### src/rtl/i2cw_pkg.sv
package i2cw_pkg;
  localparam int BYTE_W = 8;
  localparam int CNT_W  = 4;

  typedef enum logic [1:0] {
    PH_IDLE,
    PH_DEV,
    PH_REG,
    PH_DATA
  } phase_t;
endpackage

### src/rtl/i2cw_line_sense.sv
module i2cw_line_sense (
  input  logic clk,
  input  logic rst_n,
  input  logic scl_i,
  input  logic sda_i,
  output logic scl_rise,
  output logic scl_fall,
  output logic bus_start,
  output logic bus_stop
);
  logic scl_q;
  logic sda_q;

  always_ff @(posedge clk) begin
    if (!rst_n) begin
      scl_q <= 1'b1;
      sda_q <= 1'b1;
    end else begin
      scl_q <= scl_i;
      sda_q <= sda_i;
    end
  end

  always_comb begin
    scl_rise  = scl_i & ~scl_q;
    scl_fall  = ~scl_i & scl_q;
    bus_start = scl_i & scl_q & sda_q & ~sda_i;
    bus_stop  = scl_i & scl_q & ~sda_q & sda_i;
  end
endmodule

### src/rtl/i2cw_byte_seq.sv
module i2cw_byte_seq
  import i2cw_pkg::*;
#(
  parameter logic [6:0] DEV_ADDR = 7'h75
) (
  input  logic              clk,
  input  logic              rst_n,
  input  logic              sda_i,
  input  logic              scl_rise,
  input  logic              scl_fall,
  input  logic              bus_start,
  input  logic              bus_stop,
  output logic              sda_oe,
  output logic              wr_en,
  output logic [BYTE_W-1:0] wr_addr,
  output logic [BYTE_W-1:0] wr_data
);
  localparam logic [CNT_W-1:0] BITS_DONE = CNT_W'(BYTE_W);
  localparam logic [CNT_W-1:0] ACK_SLOT  = CNT_W'(BYTE_W + 1);
  localparam logic [BYTE_W-1:0] PTR_MAX  = '1;

  phase_t            phase;
  logic [CNT_W-1:0]  bit_cnt;
  logic [BYTE_W-1:0] shreg;
  logic [BYTE_W-1:0] ptr;

  always_ff @(posedge clk) begin
    if (!rst_n) begin
      phase   <= PH_IDLE;
      bit_cnt <= '0;
      shreg   <= '0;
      ptr     <= '0;
      sda_oe  <= 1'b0;
      wr_en   <= 1'b0;
      wr_addr <= '0;
      wr_data <= '0;
    end else begin
      wr_en <= 1'b0;
      if (bus_start) begin
        phase   <= PH_DEV;
        bit_cnt <= '0;
        sda_oe  <= 1'b0;
      end else if (bus_stop) begin
        phase   <= PH_IDLE;
        bit_cnt <= '0;
        sda_oe  <= 1'b0;
      end else if (phase != PH_IDLE) begin
        if (scl_rise && bit_cnt < BITS_DONE) begin
          shreg   <= {shreg[BYTE_W-2:0], sda_i};
          bit_cnt <= bit_cnt + CNT_W'(1);
        end else if (scl_fall && bit_cnt == BITS_DONE) begin
          bit_cnt <= ACK_SLOT;
          case (phase)
            PH_DEV: begin
              if (shreg == {DEV_ADDR, 1'b0}) sda_oe <= 1'b1;
              else                           phase  <= PH_IDLE;
            end
            PH_REG: begin
              ptr    <= shreg;
              sda_oe <= 1'b1;
            end
            default: begin
              wr_en   <= 1'b1;
              wr_addr <= ptr;
              wr_data <= shreg;
              sda_oe  <= 1'b1;
              if (ptr != PTR_MAX) ptr <= ptr + BYTE_W'(1);
            end
          endcase
        end else if (scl_fall && bit_cnt == ACK_SLOT) begin
          sda_oe  <= 1'b0;
          bit_cnt <= '0;
          if (phase == PH_DEV)      phase <= PH_REG;
          else if (phase == PH_REG) phase <= PH_DATA;
        end
      end
    end
  end

  assert_ack_rise_R10: assert property (@(posedge clk) disable iff (!rst_n)
    $rose(sda_oe) |-> $past(scl_fall));
  assert_ack_fall_R10: assert property (@(posedge clk) disable iff (!rst_n)
    $fell(sda_oe) |-> $past(scl_fall || bus_start || bus_stop));
  assert_stop_idles_R2: assert property (@(posedge clk) disable iff (!rst_n)
    bus_stop |=> (phase == PH_IDLE && !sda_oe));
  assert_start_rematch_R9: assert property (@(posedge clk) disable iff (!rst_n)
    bus_start |=> (phase == PH_DEV && bit_cnt == '0));
  assert_own_addr_ack_R3: assert property (@(posedge clk) disable iff (!rst_n)
    (phase == PH_DEV && scl_fall && !bus_start && !bus_stop && bit_cnt == BITS_DONE
     && shreg == {DEV_ADDR, 1'b0}) |=> sda_oe);
  assert_foreign_nack_R4: assert property (@(posedge clk) disable iff (!rst_n)
    (phase == PH_DEV && scl_fall && bit_cnt == BITS_DONE
     && shreg[BYTE_W-1:1] != DEV_ADDR) |=> (!sda_oe && !wr_en));
  assert_read_nack_R5: assert property (@(posedge clk) disable iff (!rst_n)
    (phase == PH_DEV && scl_fall && bit_cnt == BITS_DONE && shreg[0]) |=> !sda_oe);
  assert_ptr_step_R7: assert property (@(posedge clk) disable iff (!rst_n)
    (wr_en && wr_addr != PTR_MAX) |-> (ptr == wr_addr + BYTE_W'(1)));
endmodule

### src/rtl/i2cw_regfile.sv
module i2cw_regfile
  import i2cw_pkg::*;
#(
  parameter int NUM_REGS = 26
) (
  input  logic                       clk,
  input  logic                       rst_n,
  input  logic                       wr_en,
  input  logic [BYTE_W-1:0]          wr_addr,
  input  logic [BYTE_W-1:0]          wr_data,
  output logic [NUM_REGS*BYTE_W-1:0] rd_flat
);
  localparam int IDX_W = $clog2(NUM_REGS);
  localparam logic [BYTE_W-1:0] LAST_ADDR = BYTE_W'(NUM_REGS - 1);

  logic [BYTE_W-1:0] mem [NUM_REGS];

  always_ff @(posedge clk) begin
    if (!rst_n) begin
      for (int i = 0; i < NUM_REGS; i++) mem[i] <= '0;
    end else if (wr_en && wr_addr <= LAST_ADDR) begin
      mem[wr_addr[IDX_W-1:0]] <= wr_data;
    end
  end

  for (genvar g = 0; g < NUM_REGS; g++) begin : g_flat
    assign rd_flat[g*BYTE_W +: BYTE_W] = mem[g];
  end

  assert_reset_clear_R1: assert property (@(posedge clk)
    !rst_n |=> (rd_flat == '0));
  assert_oob_discard_R8: assert property (@(posedge clk) disable iff (!rst_n)
    (wr_en && wr_addr > LAST_ADDR) |=> $stable(rd_flat));
  assert_hold_R11: assert property (@(posedge clk) disable iff (!rst_n)
    !wr_en |=> $stable(rd_flat));
endmodule

### src/rtl/i2cw_cfg_slave.sv
module i2cw_cfg_slave
  import i2cw_pkg::*;
#(
  parameter logic [6:0] DEV_ADDR = 7'h75,
  parameter int         NUM_REGS = 26
) (
  input  logic                       clk,
  input  logic                       rst_n,
  input  logic                       scl_i,
  input  logic                       sda_i,
  output logic                       sda_oe,
  output logic [NUM_REGS*BYTE_W-1:0] regs_flat
);
  logic              scl_rise;
  logic              scl_fall;
  logic              bus_start;
  logic              bus_stop;
  logic              wr_en;
  logic [BYTE_W-1:0] wr_addr;
  logic [BYTE_W-1:0] wr_data;

  i2cw_line_sense u_sense (
    .clk       (clk),
    .rst_n     (rst_n),
    .scl_i     (scl_i),
    .sda_i     (sda_i),
    .scl_rise  (scl_rise),
    .scl_fall  (scl_fall),
    .bus_start (bus_start),
    .bus_stop  (bus_stop)
  );

  i2cw_byte_seq #(.DEV_ADDR(DEV_ADDR)) u_seq (
    .clk       (clk),
    .rst_n     (rst_n),
    .sda_i     (sda_i),
    .scl_rise  (scl_rise),
    .scl_fall  (scl_fall),
    .bus_start (bus_start),
    .bus_stop  (bus_stop),
    .sda_oe    (sda_oe),
    .wr_en     (wr_en),
    .wr_addr   (wr_addr),
    .wr_data   (wr_data)
  );

  i2cw_regfile #(.NUM_REGS(NUM_REGS)) u_regs (
    .clk     (clk),
    .rst_n   (rst_n),
    .wr_en   (wr_en),
    .wr_addr (wr_addr),
    .wr_data (wr_data),
    .rd_flat (regs_flat)
  );
endmodule

### config.mk
export PLATFORM = sky130hd
export DESIGN_NAME = i2cw_cfg_slave
export DESIGN_NICKNAME = d
export VERILOG_FILES = /design/src/rtl/i2cw_pkg.sv /design/src/rtl/i2cw_line_sense.sv /design/src/rtl/i2cw_byte_seq.sv /design/src/rtl/i2cw_regfile.sv /design/src/rtl/i2cw_cfg_slave.sv
export SDC_FILE = /design/constraint.sdc
export NUM_CORES = 1
export LEC_CHECK = 0
export BUFFER_PORTS_ARGS = -buffer_cell sky130_fd_sc_hd__buf_2
export CAP_MARGIN = 20
export CORE_UTILIZATION = 45
export DETAILED_ROUTE_END_ITERATION = 10
export HOLD_SLACK_MARGIN = 0.05
export PLACE_DENSITY = 0.68
export SYNTH_ARGS = -nofsm -noshare
export SYNTH_HDL_FRONTEND = slang
export SYNTH_SLANG_ARGS = --single-unit
### constraint.sdc
create_clock -name clk -period 2.7 [get_ports clk]
set_input_delay 0 -clock clk [delete_from_list [all_inputs] [get_ports clk]]
set_output_delay 0 -clock clk [all_outputs]
set_load 0.005 [all_outputs]
## After elaboration in Yosys (flattened, before gate mapping)

Memories as Yosys holds them, arrays and structs flattened.
Index checks and enable logic that the tools add are counted.

- Word-level logic and storage cells: 97
- Output and inout port bits: 209
- Memory bits (writable): 208
- Bits in latches: 0
- ROM bits: 0
- Memories kept: 1
- Register bits: 42
- Input bits: 4

Memory list:

| name | depth | width | read ports | clocked after Yosys merged registers in | write ports | RTL line | text |
|---|---|---|---|---|---|---|---|
| u_regs.mem | 26 | 8 | 26 | 0 | 26 | i2cw_regfile.sv:16 | `logic [BYTE_W-1:0] mem [NUM_REGS];` |

- Mux-type cells: 27
- Shifts and indexed selects: 0
- Reduce and logical (&&, ||, !) cells: 21
- Add/subtract/negate cells: 2
- $lt $le $gt $ge: 2
- Multipliers: 0
- Equality and inequality tests: 14
- Div/mod/pow operators: 0
- Bitwise gates (word level): 19

Operators with widths:

| cell | count |
|---|---|
| $reduce_and A6 Y1 | 3 |
| $mux W8 | 2 |
| $pmux W8 S2 | 1 |
| $mux W1 | 14 |
| $mux W2 | 6 |
| $mux W4 | 3 |
| $not A1 Y1 | 12 |
| $ne A3 B3 Y1 const B | 3 |
| $add A8 B1 Y8 const B | 1 |
| $eq A4 B4 Y1 const B | 2 |
| $eq A8 B8 Y1 const B | 1 |
| $le A8 B5 Y1 const B | 1 |
| $ne A4 B4 Y1 const B | 2 |
| $ne A8 B8 Y1 const B | 1 |
| $reduce_and A4 Y1 | 2 |
| $reduce_or A8 Y1 | 1 |
| $and A1 B1 Y1 | 7 |
| $reduce_and A7 Y1 | 1 |
| $reduce_bool A2 Y1 | 3 |
| $reduce_bool A3 Y1 | 2 |
| $reduce_or A6 Y1 | 1 |
| $mux W5 | 1 |
| $ne A5 B5 Y1 const B | 1 |
| $add A4 B1 Y4 const B | 1 |
| 9 further kinds | 13 |

## Logic depth before layout (Yosys ltp)

- Depth in word-level cells: 9
- Gate-level depth with buffers: 8

## Modules after synthesis

From an unflattened synthesis, not the netlist that was laid out.

- Cell total of the unflattened synthesis: 771
- Area total of the unflattened synthesis: 9888.2 µm²

Modules (own cells, without submodules):

| module | cells an instance | area an instance (µm²) | instances |
|---|---|---|---|
| i2cw_regfile | 539 | 7796.2 | 1 |
| i2cw_byte_seq | 224 | 2006.9 | 1 |
| i2cw_line_sense | 8 | 85.1 | 1 |

## Worst setup path after synthesis

Ideal clock, no wire load.

- Path kind: register to register
- From: reg u_seq.wr_addr[6]
- To: mem u_regs.mem[18][0] (enable)
- Period minus slack after synthesis: 2.185 ns
- Stages on the path, launching flop included: 5
- Slack: 0.515 ns
- Arrival: 1.801 ns
- Cell sequence: dfxtp_1 > nand4bb_1 > or4_4 > buf_4 > o21ai_0

RTL lines:

| element | RTL line | text |
|---|---|---|
| from (decl) | i2cw_byte_seq.sv:15 | `output logic [BYTE_W-1:0] wr_addr,` |
| from (signal assigned) | i2cw_byte_seq.sv:64 | `wr_addr <= ptr;` |
| to (decl) | i2cw_regfile.sv:16 |  |

## Final worst setup path

- From: reg u_seq.phase[0]
- To: reg u_seq.ptr[0]

- Cells in the longest elaborated chain, start to end: 3
- Elaborated cells between the ends (all ways): 7
- Classes of those cells: eq/ne (2); mux (1); bitwise (1); reduce/logical (3)

Ends and longest elaborated chain:

| element | RTL line | text |
|---|---|---|
| from (decl) | i2cw_byte_seq.sv:22 | `phase_t phase;` |
| from (signal assigned) | i2cw_byte_seq.sv:29 | `phase <= PH_IDLE;` |
| from (signal assigned) | i2cw_byte_seq.sv:40 | `phase <= PH_DEV;` |
| from (signal assigned) | i2cw_byte_seq.sv:44 | `phase <= PH_IDLE;` |
| $eq A2 B2 Y1 / $eq A2 B1 Y1 (equally long branches) | i2cw_byte_seq.sv:53 | `case (phase)` |
| $reduce_bool A2 Y1 (no source line) / $not A1 Y1 (equally long branches) | -- |  |
| $reduce_and A7 Y1 (no source line) | -- |  |
| to (signal assigned) | i2cw_byte_seq.sv:59 | `ptr <= shreg;` |
| to (signal assigned) | i2cw_byte_seq.sv:67 | `if (ptr != PTR_MAX) ptr <= ptr + BYTE_W'(1);` |
| to (decl) | i2cw_byte_seq.sv:25 | `logic [BYTE_W-1:0] ptr;` |

Parallel ways exist; a longest one is shown, timed or not.
A chain may end at the register's enable or synchronous reset.

==> parameters.txt <==
Parameter                              Value

Routing
  Via-to-Cell Ratio ... 5.05
  DRC Markers ... 0
  Vias after detailed routing ... 6,459
  Initial DRT Pass Iterations ... 4
  Average wire per standard cell ... 18.8 um
  Initial DRC count ... 359
  Drt total wl ... 24.0 mm
  Antenna violation net count after detailed routing ... 0

Synth
  Synthesis Warnings ... 0
  Combinational family with the most area after synthesis ... simple AND/OR/NAND/NOR gates
  Number of standard cells after synthesis ... 733
  Nets in the synthesized netlist ... 744
  Post-Synth XOR/XNOR Area ... 0.174%
  Simple-gate portion of the synthesized area ... 20.0%
  Top cell type's share of synthesized area ... 62.0%
  Area fraction in compound gates after synthesis ... 4.66%
  Post-synthesis instance area ... 0.0101 sq mm
  FF+latch count, synth ... 250
  Most frequently used cell type in the post-synthesis netlist ... and2_1
  Multiplexer fraction of the synthesized cell area ... 1.79%
  Library cell occupying the most area in the post-synthesis netlist ... edfxtp_1
  Asr flop ratio synth ... 0%
  Share of synthesized cell area in full adder, half adder and majority cells ... 0.870%
  Main synth FF type ... edfxtp_1
  Fraction of the yosys area taken by sequential cells ... 70.4%
  Synth top area cells ... edfxtp_1, and2_1, dfxtp_1
  Number of enable-type register cells in the synthesized netlist ... 208
  Most frequent cells after synthesis ... and2_1, edfxtp_1, dfxtp_1, nor2_1, o21ai_0
  Avg Cell Area, Syn ... 13.7 sq um
  Number of distinct standard cells referenced by the synthesized netlist ... 51

Power and ir drop
  Largest vdd supply drop ... 0.420 mV
  Leakage Power ... 4.69 nW
  Power density over the cells ... 653 mW/mm^2

Cells and area
  Multi-input logic area ... 0.00278 sq mm
  Number of fillers in the final layout ... 1,807
  Finished Layout Cells ... 1,279
  Fraction of layout instances using a drive strength above 1 ... 30.4%
  Sequential cell area ... 0.00709 sq mm
  Share of the core filled with cells in the final layout ... 56.9%
  Post-synthesis to final-layout area growth ... 23.8%
  NumNets Final ... 989

STA
  Fmax ... 493 MHz
  Worst clock skew ... 13.4 ps
  Final TNS setup ... 0 ps
  Smallest hold slack ... 90.7 ps
  Worst slew margin relative to its limit ... 35.4%
  Worst Max-Slew Pin Slew ... 968 ps
  RSZ-0062 raised after global routing ... no
  Fraction of the cycle the final worst path needs ... 75.1%
  Number of pins with negative max-slew slack in the final report ... 0
  Number of setup violations in the final report ... 0
  Final critical path time including I/O delays and setup ... 2030 ps
  Count of final hold-check violations ... 0

Setup path
  Register-to-register path setup slack ... 670 ps
  Standard cell with the maximum stage delay on the critical path ... ha_1
  Critical path buffer and inverter count ... 2
  Cells traversed along the worst timing path ... inv_1 -> ha_1 -> nor4b_1 -> buf_4 -> or4_1 -> a31oi_1
  Crit Path Max Fanout ... 22
  Kind of launch point of the worst setup path ... flip-flop
  Critical path endpoint category ... flip-flop
  Worst r2r src ... u_seq.phase[0]
  Crit Path Category ... reg2reg
  Worst r2r path cells ... 6
  Required time of the critical path ... 3140 ps
  Slowest cell delay on critical path ... 610 ps
  Arrival time worst endpoint ... 2470 ps
  Terminus of the critical flop-to-flop path ... u_seq.ptr[0]
  Crit-path leading delay family ... adder cells
  Startpoint of the most critical setup path ... u_seq.phase[0]

Global route
  Vias in the first global route ... 5,924
  Initial antenna violation count ... 0
  Wire length of the first global-routing pass ... 34.9 mm
  Remaining Overflow, GRT ... 0
  Global-route usage over all layers ... 20.5%
  Largest net degree at the start of global routing ... 32

CTS
  Clock tree from TritonCTS ... built
  TritonCTS buffer count ... 26
  Reg clk slew, reported paths ... 60 ps
  Number of clock sinks seen by CTS ... 250
  Post-CTS Setup Bufs ... 0
  Clk_lat worst skew ... 530 ps
  Max H-tree Level ... 1
  Number of instances resized during post-cts repair ... 0
  Root buffer cell ... clkbuf_16
  Maximum count of clock buffers along a single path ... 3

Floorplanning
  Overall die width ... 152 um
  Core Box Area ... 0.0219 sq mm
  I/O pins ... 213
  Initial core utilization ... 46.0%
  Overall die area ... 0.0230 sq mm
  Y dimension of the die ... 152 um
  Num rows ... 54

Run
  Number of maximum-capacitance constraint violations ... 0

Hold path
  Worst-case hold path end point ... u_sense.scl_q
  Hold WC Path Type ... in2reg
  Hold Crit Depth ... 3
  Startpoint of the most critical hold path ... rst_n

Place
  Final RePlAce weighted congestion ... 0.816
  Estimated wirelength of the detail-placed design ... 16.5 mm
  Placed Cells ... 1,228
  # port buffers ... 212

Outcome
  Run status ... completed
[sequential cells by signal, indices dropped and copies added, names as in the netlist]
register	flops
u_seq.sda_oe	1
u_seq.wr_en	1
u_sense.scl_q	1
u_regs.mem	208
u_seq.shreg	8
u_seq.wr_data	8
u_seq.bit_cnt	4
u_seq.ptr	8
u_seq.phase	2
u_seq.wr_addr	8
u_sense.sda_q	1
[final cells by class]
class / count / area share (%)
sequential: 250 / 56.9
multi-input combinational: 437 / 22.3
timing repair buffer: 256 / 11.2
clock buffer: 38 / 5.74
tap: 280 / 2.81
clock inverter: 10 / 0.863
inverter: 7 / 0.211
antenna: 1 / 0.0201
[how the worst max path moves through the flow]
stage | end | slack [ps] | depth (start not counted)
after floorplan | u_regs.mem[18][0] | 520 | 4
after global placement | u_seq.ptr[0] | 680 | 6
after detailed placement | u_seq.ptr[0] | 690 | 6
after CTS | u_seq.ptr[2] | 680 | 6
after global routing | u_seq.ptr[2] | 450 | 6
final | u_seq.ptr[0] | 670 | 6
[cells by family (layout without fill, tap and decap cells)]
kind of cell / after synthesis / after routing
other: 0 / 1
adder cells (fa/ha/maj): 7 / 7
flip-flops: 250 / 250
multiplexers: 18 / 18
AO/OA/AOI/OAI: 77 / 77
AND/OR/NAND/NOR: 333 / 333
XOR/XNOR: 2 / 2
buffers and inverters: 46 / 311
[layout by cell type, fill, tap and decap left out, types with 3 or more instances in the layout]
cell,netlist,final
a21oi_1,20,20
a31oi_1,5,5
and2_1,211,211
buf_2,7,212
buf_4,2,42
clkbuf_1,27,10
clkbuf_16,0,26
clkinv_1,0,5
dfxtp_1,42,42
edfxtp_1,208,208
ha_1,7,7
inv_1,7,7
mux2i_1,18,18
nand2_1,27,27
nand2b_1,6,6
nand3_1,5,5
nand3b_1,3,3
nand4_1,3,3
nand4b_1,3,3
nand4bb_1,3,3
nor2_1,42,42
nor2_2,3,3
nor2_4,4,4
o21ai_0,31,31
o311ai_0,5,5
o31ai_1,5,5
or3_1,5,5
[power breakdown]
part | leakage [nW] | total [mW] | switching (mW) | internal, mW
Combinational | 1.98 | 0.343 | 0.195 | 0.148
Clock | 0.394 | 3.42 | 1.39 | 2.03
Sequential | 2.31 | 4.38 | 0.0556 | 4.33
Total | 4.69 | 8.14 | 1.64 | 6.50
[metrics by stage]
step / setup WS [ps] / cell area, sq um / power, mW
finish: 673 / 12500 / 8.14
global route: 452 / 12500 / 8.39
CTS: 683 / 12500 / 8.23
detailed placement: 690 / 11600 / 4.81
global placement: 680 / 11600 / 4.80
floorplan: 515 / 10100 / 4.56
[tightest hold or removal path, delay by kind of cell]
family / cells / cell delay (ps)
buffers and inverters: 2 / 480
AND/OR/NAND/NOR: 1 / 90
[layer usage]
metal / global-route usage [%] / vias to the layer above / part of all wire (%)
li1: - / 3094 / -
met1: 27.7 / 3113 / 43
met2: 34.7 / 220 / 49
met3: 3.02 / 32 / 5.8
met4: 5.54 / 0 / 2.0
met5: 0 / - / 0
[what timing repair did]
| item | CTS | global route |
|---|---|---|
| hold buffers | 2 | 0 |
| endpoints found under the setup margin | 0 | 0 |
| endpoints found under the hold margin | 7 | 0 |
No activity file was read; power rests on OpenSTA's default activity.
